`src/rtl/i2c_evt_pkg.sv`:
```
package i2c_evt_pkg;
  localparam int NUM_EV  = 7;
  localparam int REG_W   = 16;
  localparam int EV_RRDY = 3;
  localparam int EV_XRDY = 4;
  localparam int ST_RXF  = 11;
  localparam int ST_BUSY = 12;

  typedef enum logic [1:0] {
    RA_MASK = 2'd0,
    RA_STAT = 2'd1,
    RA_VEC  = 2'd2,
    RA_NONE = 2'd3
  } reg_addr_e;
endpackage

```
`src/rtl/evt_flag_bank.sv`:
```
module evt_flag_bank #(
  parameter int N = 7
) (
  input  logic         clk,
  input  logic         rst_n,
  input  logic [N-1:0] set_i,
  input  logic [N-1:0] clr_i,
  output logic [N-1:0] flag_o
);
  for (genvar i = 0; i < N; i++) begin : g_flag
    always_ff @(posedge clk) begin
      if (!rst_n)        flag_o[i] <= 1'b0;
      else if (set_i[i]) flag_o[i] <= 1'b1;
      else if (clr_i[i]) flag_o[i] <= 1'b0;
    end

    // an event pulse sets its flag on the next edge
    a_r2_set_next: assert property (@(posedge clk) disable iff (!rst_n)
      set_i[i] |=> flag_o[i]);
    // set and clear together leave the flag set
    a_r12_set_wins: assert property (@(posedge clk) disable iff (!rst_n)
      (set_i[i] && clr_i[i]) |=> flag_o[i]);
    // without a clear a set flag persists
    a_r5_hold: assert property (@(posedge clk) disable iff (!rst_n)
      (flag_o[i] && !clr_i[i]) |=> flag_o[i]);
  end
endmodule

```
`src/rtl/vec_prio_enc.sv`:
```
module vec_prio_enc #(
  parameter int N  = 7,
  parameter int CW = $clog2(N + 1)
) (
  input  logic [N-1:0]  req_i,
  output logic [CW-1:0] code_o
);
  always_comb begin
    code_o = '0;
    for (int i = N - 1; i >= 0; i--) begin
      if (req_i[i]) code_o = CW'(i + 1);
    end
  end
endmodule

```
`src/rtl/i2c_evt_vector.sv`:
```
module i2c_evt_vector
  import i2c_evt_pkg::*;
#(
  parameter int NUM_EVT = NUM_EV,
  parameter int DATA_W  = REG_W,
  localparam int CODE_W = $clog2(NUM_EVT + 1)
) (
  input  logic               clk,
  input  logic               rst_n,
  input  logic [NUM_EVT-1:0] ev_in,
  input  logic               bus_busy_i,
  input  logic               rx_full_i,
  input  logic [1:0]         reg_addr,
  input  logic               reg_wr,
  input  logic               reg_rd,
  input  logic [DATA_W-1:0]  reg_wdata,
  output logic [DATA_W-1:0]  reg_rdata,
  input  logic               rx_data_rd,
  input  logic               tx_data_wr,
  output logic [DATA_W-1:0]  status_o,
  output logic [CODE_W-1:0]  vec_code_o,
  output logic               irq_o
);
  localparam logic [CODE_W-1:0] CODE_RRDY = CODE_W'(EV_RRDY + 1);
  localparam logic [CODE_W-1:0] CODE_XRDY = CODE_W'(EV_XRDY + 1);

  logic [NUM_EVT-1:0] mask_q, flags, pend, clr;
  logic               vec_rd, stat_wr, mask_wr, irq_q;
  logic               unused_wdata_hi;

  assign unused_wdata_hi = ^reg_wdata[DATA_W-1:NUM_EVT];
  assign vec_rd  = reg_rd && (reg_addr == RA_VEC);
  assign stat_wr = reg_wr && (reg_addr == RA_STAT);
  assign mask_wr = reg_wr && (reg_addr == RA_MASK);

  always_ff @(posedge clk) begin
    if (!rst_n)       mask_q <= '0;
    else if (mask_wr) mask_q <= reg_wdata[NUM_EVT-1:0];
  end

  // clear sources per flag
  for (genvar i = 0; i < NUM_EVT; i++) begin : g_clr
    logic by_vec, by_data;
    if (i == EV_RRDY) begin : g_rx
      assign by_vec  = 1'b0;
      assign by_data = rx_data_rd;
    end else if (i == EV_XRDY) begin : g_tx
      assign by_vec  = 1'b0;
      assign by_data = tx_data_wr;
    end else begin : g_ctl
      assign by_vec  = vec_rd && (vec_code_o == CODE_W'(i + 1));
      assign by_data = 1'b0;
    end
    assign clr[i] = (stat_wr && reg_wdata[i]) || by_vec || by_data;
  end

  evt_flag_bank #(.N(NUM_EVT)) u_flags (
    .clk   (clk),
    .rst_n (rst_n),
    .set_i (ev_in),
    .clr_i (clr),
    .flag_o(flags)
  );

  assign pend = flags & mask_q;

  vec_prio_enc #(.N(NUM_EVT), .CW(CODE_W)) u_enc (
    .req_i (pend),
    .code_o(vec_code_o)
  );

  always_ff @(posedge clk) begin
    if (!rst_n) irq_q <= 1'b0;
    else        irq_q <= |pend;
  end
  assign irq_o = irq_q;

  always_comb begin
    status_o = '0;
    status_o[NUM_EVT-1:0] = flags;
    status_o[ST_RXF]  = rx_full_i;
    status_o[ST_BUSY] = bus_busy_i;
  end

  always_comb begin
    reg_rdata = '0;
    unique case (reg_addr)
      RA_MASK: reg_rdata[NUM_EVT-1:0] = mask_q;
      RA_STAT: reg_rdata = status_o;
      RA_VEC:  reg_rdata[CODE_W-1:0] = vec_code_o;
      default: reg_rdata = '0;
    endcase
  end

  // code is zero exactly when nothing enabled is pending
  a_r3_vec_zero: assert property (@(posedge clk) disable iff (!rst_n)
    (vec_code_o == '0) == (pend == '0));
  // a rising request must stem from a pending enabled flag
  a_r6_irq_source: assert property (@(posedge clk) disable iff (!rst_n)
    $rose(irq_o) |-> $past(|pend));
  // a retiring vector read removes exactly one flag
  a_r8_vec_retire: assert property (@(posedge clk) disable iff (!rst_n)
    (vec_rd && vec_code_o != '0 && vec_code_o != CODE_RRDY &&
     vec_code_o != CODE_XRDY && !reg_wr && !rx_data_rd && !tx_data_wr &&
     ev_in == '0)
    |=> $countones(flags) == $past($countones(flags)) - 1);
  // reading a data code leaves all flags in place
  a_r9_vec_keep: assert property (@(posedge clk) disable iff (!rst_n)
    (vec_rd && (vec_code_o == CODE_RRDY || vec_code_o == CODE_XRDY) &&
     !reg_wr && !rx_data_rd && !tx_data_wr)
    |=> flags == ($past(flags) | $past(ev_in)));
endmodule

```
`config.mk`:
```
export PLATFORM = sky130hd
export DESIGN_NAME = i2c_evt_vector
export DESIGN_NICKNAME = d
export VERILOG_FILES = /design/src/rtl/i2c_evt_pkg.sv /design/src/rtl/evt_flag_bank.sv /design/src/rtl/vec_prio_enc.sv /design/src/rtl/i2c_evt_vector.sv
export SDC_FILE = /design/constraint.sdc
export NUM_CORES = 1
export LEC_CHECK = 0
export ABC_CLOCK_PERIOD_IN_PS = 1500
export BUFFER_PORTS_ARGS = -buffer_cell sky130_fd_sc_hd__buf_2
export CAP_MARGIN = 20
export CORE_MARGIN = 2
export CORE_UTILIZATION = 41
export DETAILED_ROUTE_END_ITERATION = 10
export PLACE_DENSITY = 0.79
export RECOVER_POWER = 25
export REMOVE_ABC_BUFFERS = 1
export SYNTH_ARGS = -nofsm -noshare
export SYNTH_HDL_FRONTEND = slang
export SYNTH_SLANG_ARGS = --single-unit
```
`constraint.sdc`:
```
create_clock -name clk -period 1.5 [get_ports clk]
set_input_delay 0.15 -clock clk [delete_from_list [all_inputs] [get_ports clk]]
set_output_delay 0.15 -clock clk [all_outputs]
set_load 0.03 [all_outputs]
```
==> run summary, run 1 <==
VDD IR-drop max -> 0.491 mV
Critical Path AT -> 1570 ps
Die W -> 54.1 microns
Pint -> 653 uW
total power -> 1020 uW
most instantiated library cell after synthesis -> buf_4
non-filler cells, final -> 205
number of max-cap violations -> 0
Yosys top cell area share -> 29.2%
yosys warns -> 0
global route overflow -> 0
Unique masters post-synth -> 34
Final Net Count -> 209
Logic pwr share -> 33.7%
multi-input logic area -> 642 sq um
Synth area leaders -> dfxtp_1, buf_4, mux2i_1
number of buffers added on ports -> 45
slew of the pin with the lowest slew margin -> 540 ps
Setup CP Type -> reg2out
Placer Congestion -> 0.819
fin crit period -> 1720 ps
Levels on crit path -> 5
final core utilization -> 57.6%
Worst Hold Class -> in2reg
CP Max Fanout -> 2
Reg clk slew, reported paths -> 90 ps
top_reg_cell synth -> dfxtp_1
slowest cell on the critical path -> dfxtp_2
chain of cells forming the critical path -> a22o_1 -> nand2b_4 -> and2_4 -> a221o_1 -> buf_6
synthesis-to-layout area growth -> 36.3%
die height -> 54.1 microns
# DRC -> 0
fill cell count -> 206
cell accounting for the most synthesized area -> dfxtp_1
CP Launch Type -> flop
Post-synth top cells -> buf_4, dfxtp_1, mux2i_1
Overall Global Routing Usage -> 19.5%
vias per cell -> 5.10
initial DRC count -> 38
Worst Setup End Kind -> output pin
DRT antenna net count -> 0
final setup fails -> 6
crit path launch -> mask_q[6]$_SDFFE_PN0P_
sw frac -> 36.0%
Sink Count -> 15
Post-Syn Instances -> 119
share of layout cells above drive strength 1 -> 44.0%
endpoints failing hold -> 0
Post-Place Cells -> 198
first-pass GRT wire length -> 3960 microns
Critical Path End -> reg_rdata[2]
largest net degree at the start of global routing -> 16
H-tree depth -> 1
TritonCTS buffer count -> 3
Max Slew Vio Count -> 0
switching pwr -> 367 uW
Min Hold Slack -> 63.2 ps
reg-to-reg critical path startpoint -> mask_q[1]$_SDFFE_PN0P_
die area -> 0.00293 sq mm
post-synthesis cell area -> 0.00103 sq mm
status -> finished with violations
Synth Area per Inst -> 8.64 sq um
Seq. cell area -> 314 sq um
Max Fclk -> 0.582 GHz
Skew-Pair Late Insertion Delay -> 290 ps
cell area power density -> 728 mW/mm^2
peak per-stage delay on the critical path -> 320 ps
Pre-Repair DR Iteration Count -> 5
failing checks -> setup timing
number of synthesized flops with an enable pin -> 0
cell area after layout -> 0.00140 sq mm
fin worst setup slack -> -217 ps
Max clock buf depth -> 2
hold_buf cts -> 0
routed via count -> 1045
Initial Util -> 42.3%
Detailed Route WL -> 2730 microns
WL/cell -> 13.3 microns
DPL Wire Length -> 1970 microns
flops & latches, synth -> 15
Post-synth ARST share -> 0%
TritonCTS clock tree -> yes
worst path bufs/invs -> 1
Rows -> 18
Worst Skew -> 4.05 ps
Largest delay share family, worst path -> compound AO/OA/AOI/OAI gates
vias in the first global route -> 940
FF-to-FF setup slack -> 210 ps
# diodes -> 0
RSZ-0062 raised after global routing -> true
DP Area -> 0.00127 sq mm
Leakage -> 0.000663 uW
Reg2Reg Depth -> 4
clock share of power -> 23.1%
Root Buffer -> clkbuf_4
Slew headroom -> 64.0%
sequential power share -> 43.2%
Core ar. -> 0.00243 sq mm
Reg-to-Reg End -> u_flags.flag_o[5]$_SDFFE_PN0P_
IO Pins -> 69
initial antenna violation count -> 0
final period utilization -> 114%
critical path required time -> 1350 ps
Seq/Total Area, Yosys -> 29.2%
==> power groups by stage <==
stage / sequential (uW) / combinational (uW) / clock, uW
3_5_place_dp: 449 / 314 / 0
5_1_grt: 443 / 371 / 262
6_report: 440 / 344 / 235
4_1_cts: 441 / 330 / 240
2_1_floorplan: 478 / 160 / 0
3_3_place_gp: 447 / 310 / 0
==> timing repair <==
action / in CTS / in global routing
setup endpoints to repair: 6 / 6
resized for setup: 20 / 12
buffers inserted: 1 / 2
pin swaps: 5 / 2
==> logic make-up after synthesis <==
group                  share of synthesized area, %
other                                         0.365
flip-flops                                     29.2
AND/OR/NAND/NOR                                20.9
buffers and inverters                          16.9
multiplexers                                   10.7
AO/OA/AOI/OAI                                  21.9
==> metal layers <==
layer	global-route usage, %	routed length, microns	vias to the layer above
met4	11.3	75	0
li1	-	-	503
met1	20.6	1110	488
met2	36.0	1380	48
met3	3.06	172	6
met5	0	0	-
==> metrics by stage <==
step,worst slack [ps],setup TNS [ps]
floorplan,-452,-648
global placement,45.6,0
detailed placement,31.0,0
CTS,-215,-803
global route,-274,-1260
finish,-217,-780
==> layout by cell type (no fill, tap or decap), types with 2 or more instances in the layout <==
master	count
inv_1	2
buf_2	35
a22o_1	2
buf_6	7
a21oi_1	6
a21boi_0	2
clkbuf_4	3
nor3_1	2
buf_4	13
dfxtp_2	5
o21ai_0	2
nor3b_1	3
nand2b_1	3
a31oi_1	2
dfxtp_4	2
nor2b_1	9
conb_1	14
nor2_1	4
o21a_1	5
and2_1	2
clkbuf_1	6
mux2i_1	11
nand2_1	8
dfxtp_1	8
==> state kept, by name, indices dropped and copies added, names as in the netlist <==
| register | count |
|---|---|
| u_flags.flag_o | 7 |
| irq_o | 1 |
| mask_q | 7 |
==> area by class of cell <==
type | count | area share [%]
multi-input cells | 93 | 45.8
repair buffers | 60 | 26.4
clock buffers | 4 | 1.88
inverters | 3 | 0.804
well taps | 30 | 2.68
flip-flops and latches | 15 | 22.4
==> how the worst min path moves through the flow <==
stage                                                 to      from  slack [ps]  cells past startpoint
after CTS                 u_flags.flag_o[1]$_SDFFE_PN0P_  ev_in[1]          60                      2
after global placement    u_flags.flag_o[1]$_SDFFE_PN0P_  ev_in[1]         360                      2
after global routing      u_flags.flag_o[1]$_SDFFE_PN0P_  ev_in[1]          50                      2
final                     u_flags.flag_o[1]$_SDFFE_PN0P_  ev_in[1]          60                      2
after floorplan                         irq_o$_SDFF_PN0_     rst_n         270                      1
after detailed placement  u_flags.flag_o[1]$_SDFFE_PN0P_  ev_in[1]         370                      2
Note: power is estimated with default switching activity, not from simulation.
==> inputs of run 2 (changes only) <==
Settings changed: CTS_CLUSTER_SIZE from default to 24, PLACE_DENSITY 0.79 to 0.85.
==> run summary, run 2 (synthesized netlist as in run 1, its figures left out) <==
status -> finished with violations
failing checks -> setup timing
DRT antenna net count -> 0
VDD IR-drop max -> 0.593 mV
Die W -> 54.1 microns
largest net degree at the start of global routing -> 16
Pre-Repair DR Iteration Count -> 4
number of buffers added on ports -> 45
# diodes -> 0
Core ar. -> 0.00243 sq mm
Initial Util -> 42.3%
synthesis-to-layout area growth -> 39.7%
IO Pins -> 69
Leakage -> 0.000677 uW
critical path required time -> 1350 ps
Root Buffer -> clkbuf_4
global route overflow -> 0
TritonCTS buffer count -> 3
WL/cell -> 12.6 microns
pre-CTS setup slack -> 44.7 ps
commonest non-fill, non-tap cell in the layout -> buf_2
final setup fails -> 6
Post-Place Cells -> 198
final period utilization -> 118%
Max Slew Vio Count -> 0
vias in the first global route -> 917
Detailed Route WL -> 2600 microns
WHS Path Cells -> 2
DP Area -> 0.00127 sq mm
Slew headroom -> 61.8%
non-filler cells, final -> 207
cell area after layout -> 0.00144 sq mm
Max Fclk -> 0.566 GHz
first-pass GRT wire length -> 3820 microns
DPL Wire Length -> 1870 microns
number of max-cap violations -> 0
Reg clk slew, reported paths -> 90 ps
final core utilization -> 59.1%
# DRC -> 0
Skew-Pair Late Insertion Delay -> 280 ps
TritonCTS clock tree -> yes
Reg2Reg Depth -> 6
most frequent cells in the layout -> buf_2, buf_4, conb_1
Overall Global Routing Usage -> 18.6%
Final Net Count -> 211
die area -> 0.00293 sq mm
CP Max Fanout -> 2
Worst Setup End Kind -> output pin
RSZ-0062 raised after global routing -> true
Critical Path AT -> 1620 ps
initial antenna violation count -> 0
Rows -> 18
initial DRC count -> 14
slew of the pin with the lowest slew margin -> 573 ps
Worst Skew -> 3.29 ps
Placer Congestion -> 0.822
share of layout cells above drive strength 1 -> 45.8%
endpoints failing hold -> 0
Max clock buf depth -> 2
vias per cell -> 5.04
fill cell count -> 227
Worst Hold Class -> in2reg
fin worst setup slack -> -266 ps
H-tree depth -> 1
Sink Count -> 15
CP Launch Type -> flop
routed via count -> 1043
total power -> 1020 uW
Setup CP Type -> reg2out
die height -> 54.1 microns
fin crit period -> 1770 ps
cell area power density -> 708 mW/mm^2
==> run 2: cell count changes in the layout (fill, tap and decap cells not counted), sizes merged <==
cell	previous run	this run
buf	55	58
clkbuf	9	8
==> run 2: where the power goes <==
part / switching [uW] / leakage (uW) / internal [uW]
logic: 218 / 0.000536 / 134
clock network: 121 / 0.0000150 / 103
registers: 19.6 / 0.000126 / 420
==> run 2: worst max-delay path, stage by stage (launching register included) <==
cell      delay [ps]
dfxtp_2          320
a22o_1           240
nand2b_4         140
and2_4           160
a221o_1          330
buf_6            150
==> run 2: final cells by class <==
| class | count | area (sq um) | share of cell area (%) |
|---|---|---|---|
| sequential | 15 | 310 | 21.6 |
| inverter | 3 | 11.3 | 0.784 |
| tap | 30 | 37.5 | 2.61 |
| clock buffer | 4 | 26.3 | 1.83 |
| multi-input combinational | 93 | 664 | 46.3 |
| timing repair buffer | 62 | 387 | 26.9 |
==> run 2: worst paths after layout <==
kind / start / end / slack, ps
setup / recovery: mask_q[6]$_SDFFE_PN0P_ / reg_rdata[2] / -270
hold / removal: ev_in[3] / u_flags.flag_o[3]$_SDFFE_PN0P_ / 80
setup reg to reg: mask_q[2]$_SDFFE_PN0P_ / u_flags.flag_o[5]$_SDFFE_PN0P_ / 70
hold reg to reg: mask_q[3]$_SDFFE_PN0P_ / mask_q[3]$_SDFFE_PN0P_ / 550
==> run 2: per-stage QoR <==
| stage | TNS, ps | hold WS (ps) |
|---|---|---|
| after floorplan | -648 | 268 |
| after detailed placement | 0 | 359 |
| after global routing | -1470 | 56.8 |
| after CTS | -937 | 64.2 |
| final | -1020 | 76.3 |
| after global placement | 0 | 360 |
==> run 2: layer usage <==
| layer | vias to the layer above | share of wire (%) | track usage, % |
|---|---|---|---|
| met5 | - | 0 | 0 |
| met3 | 2 | 7.5 | 2.50 |
| li1 | 506 | - | - |
| met1 | 488 | 40 | 21.9 |
| met4 | 0 | 0.61 | 10.8 |
| met2 | 47 | 51 | 31.9 |
==> run 2: repair_timing <==
action,in CTS,in global routing
setup endpoints to repair,6,9
pin swaps,5,8
hold buffers,0,0
buffers inserted,5,4
resized for setup,25,9
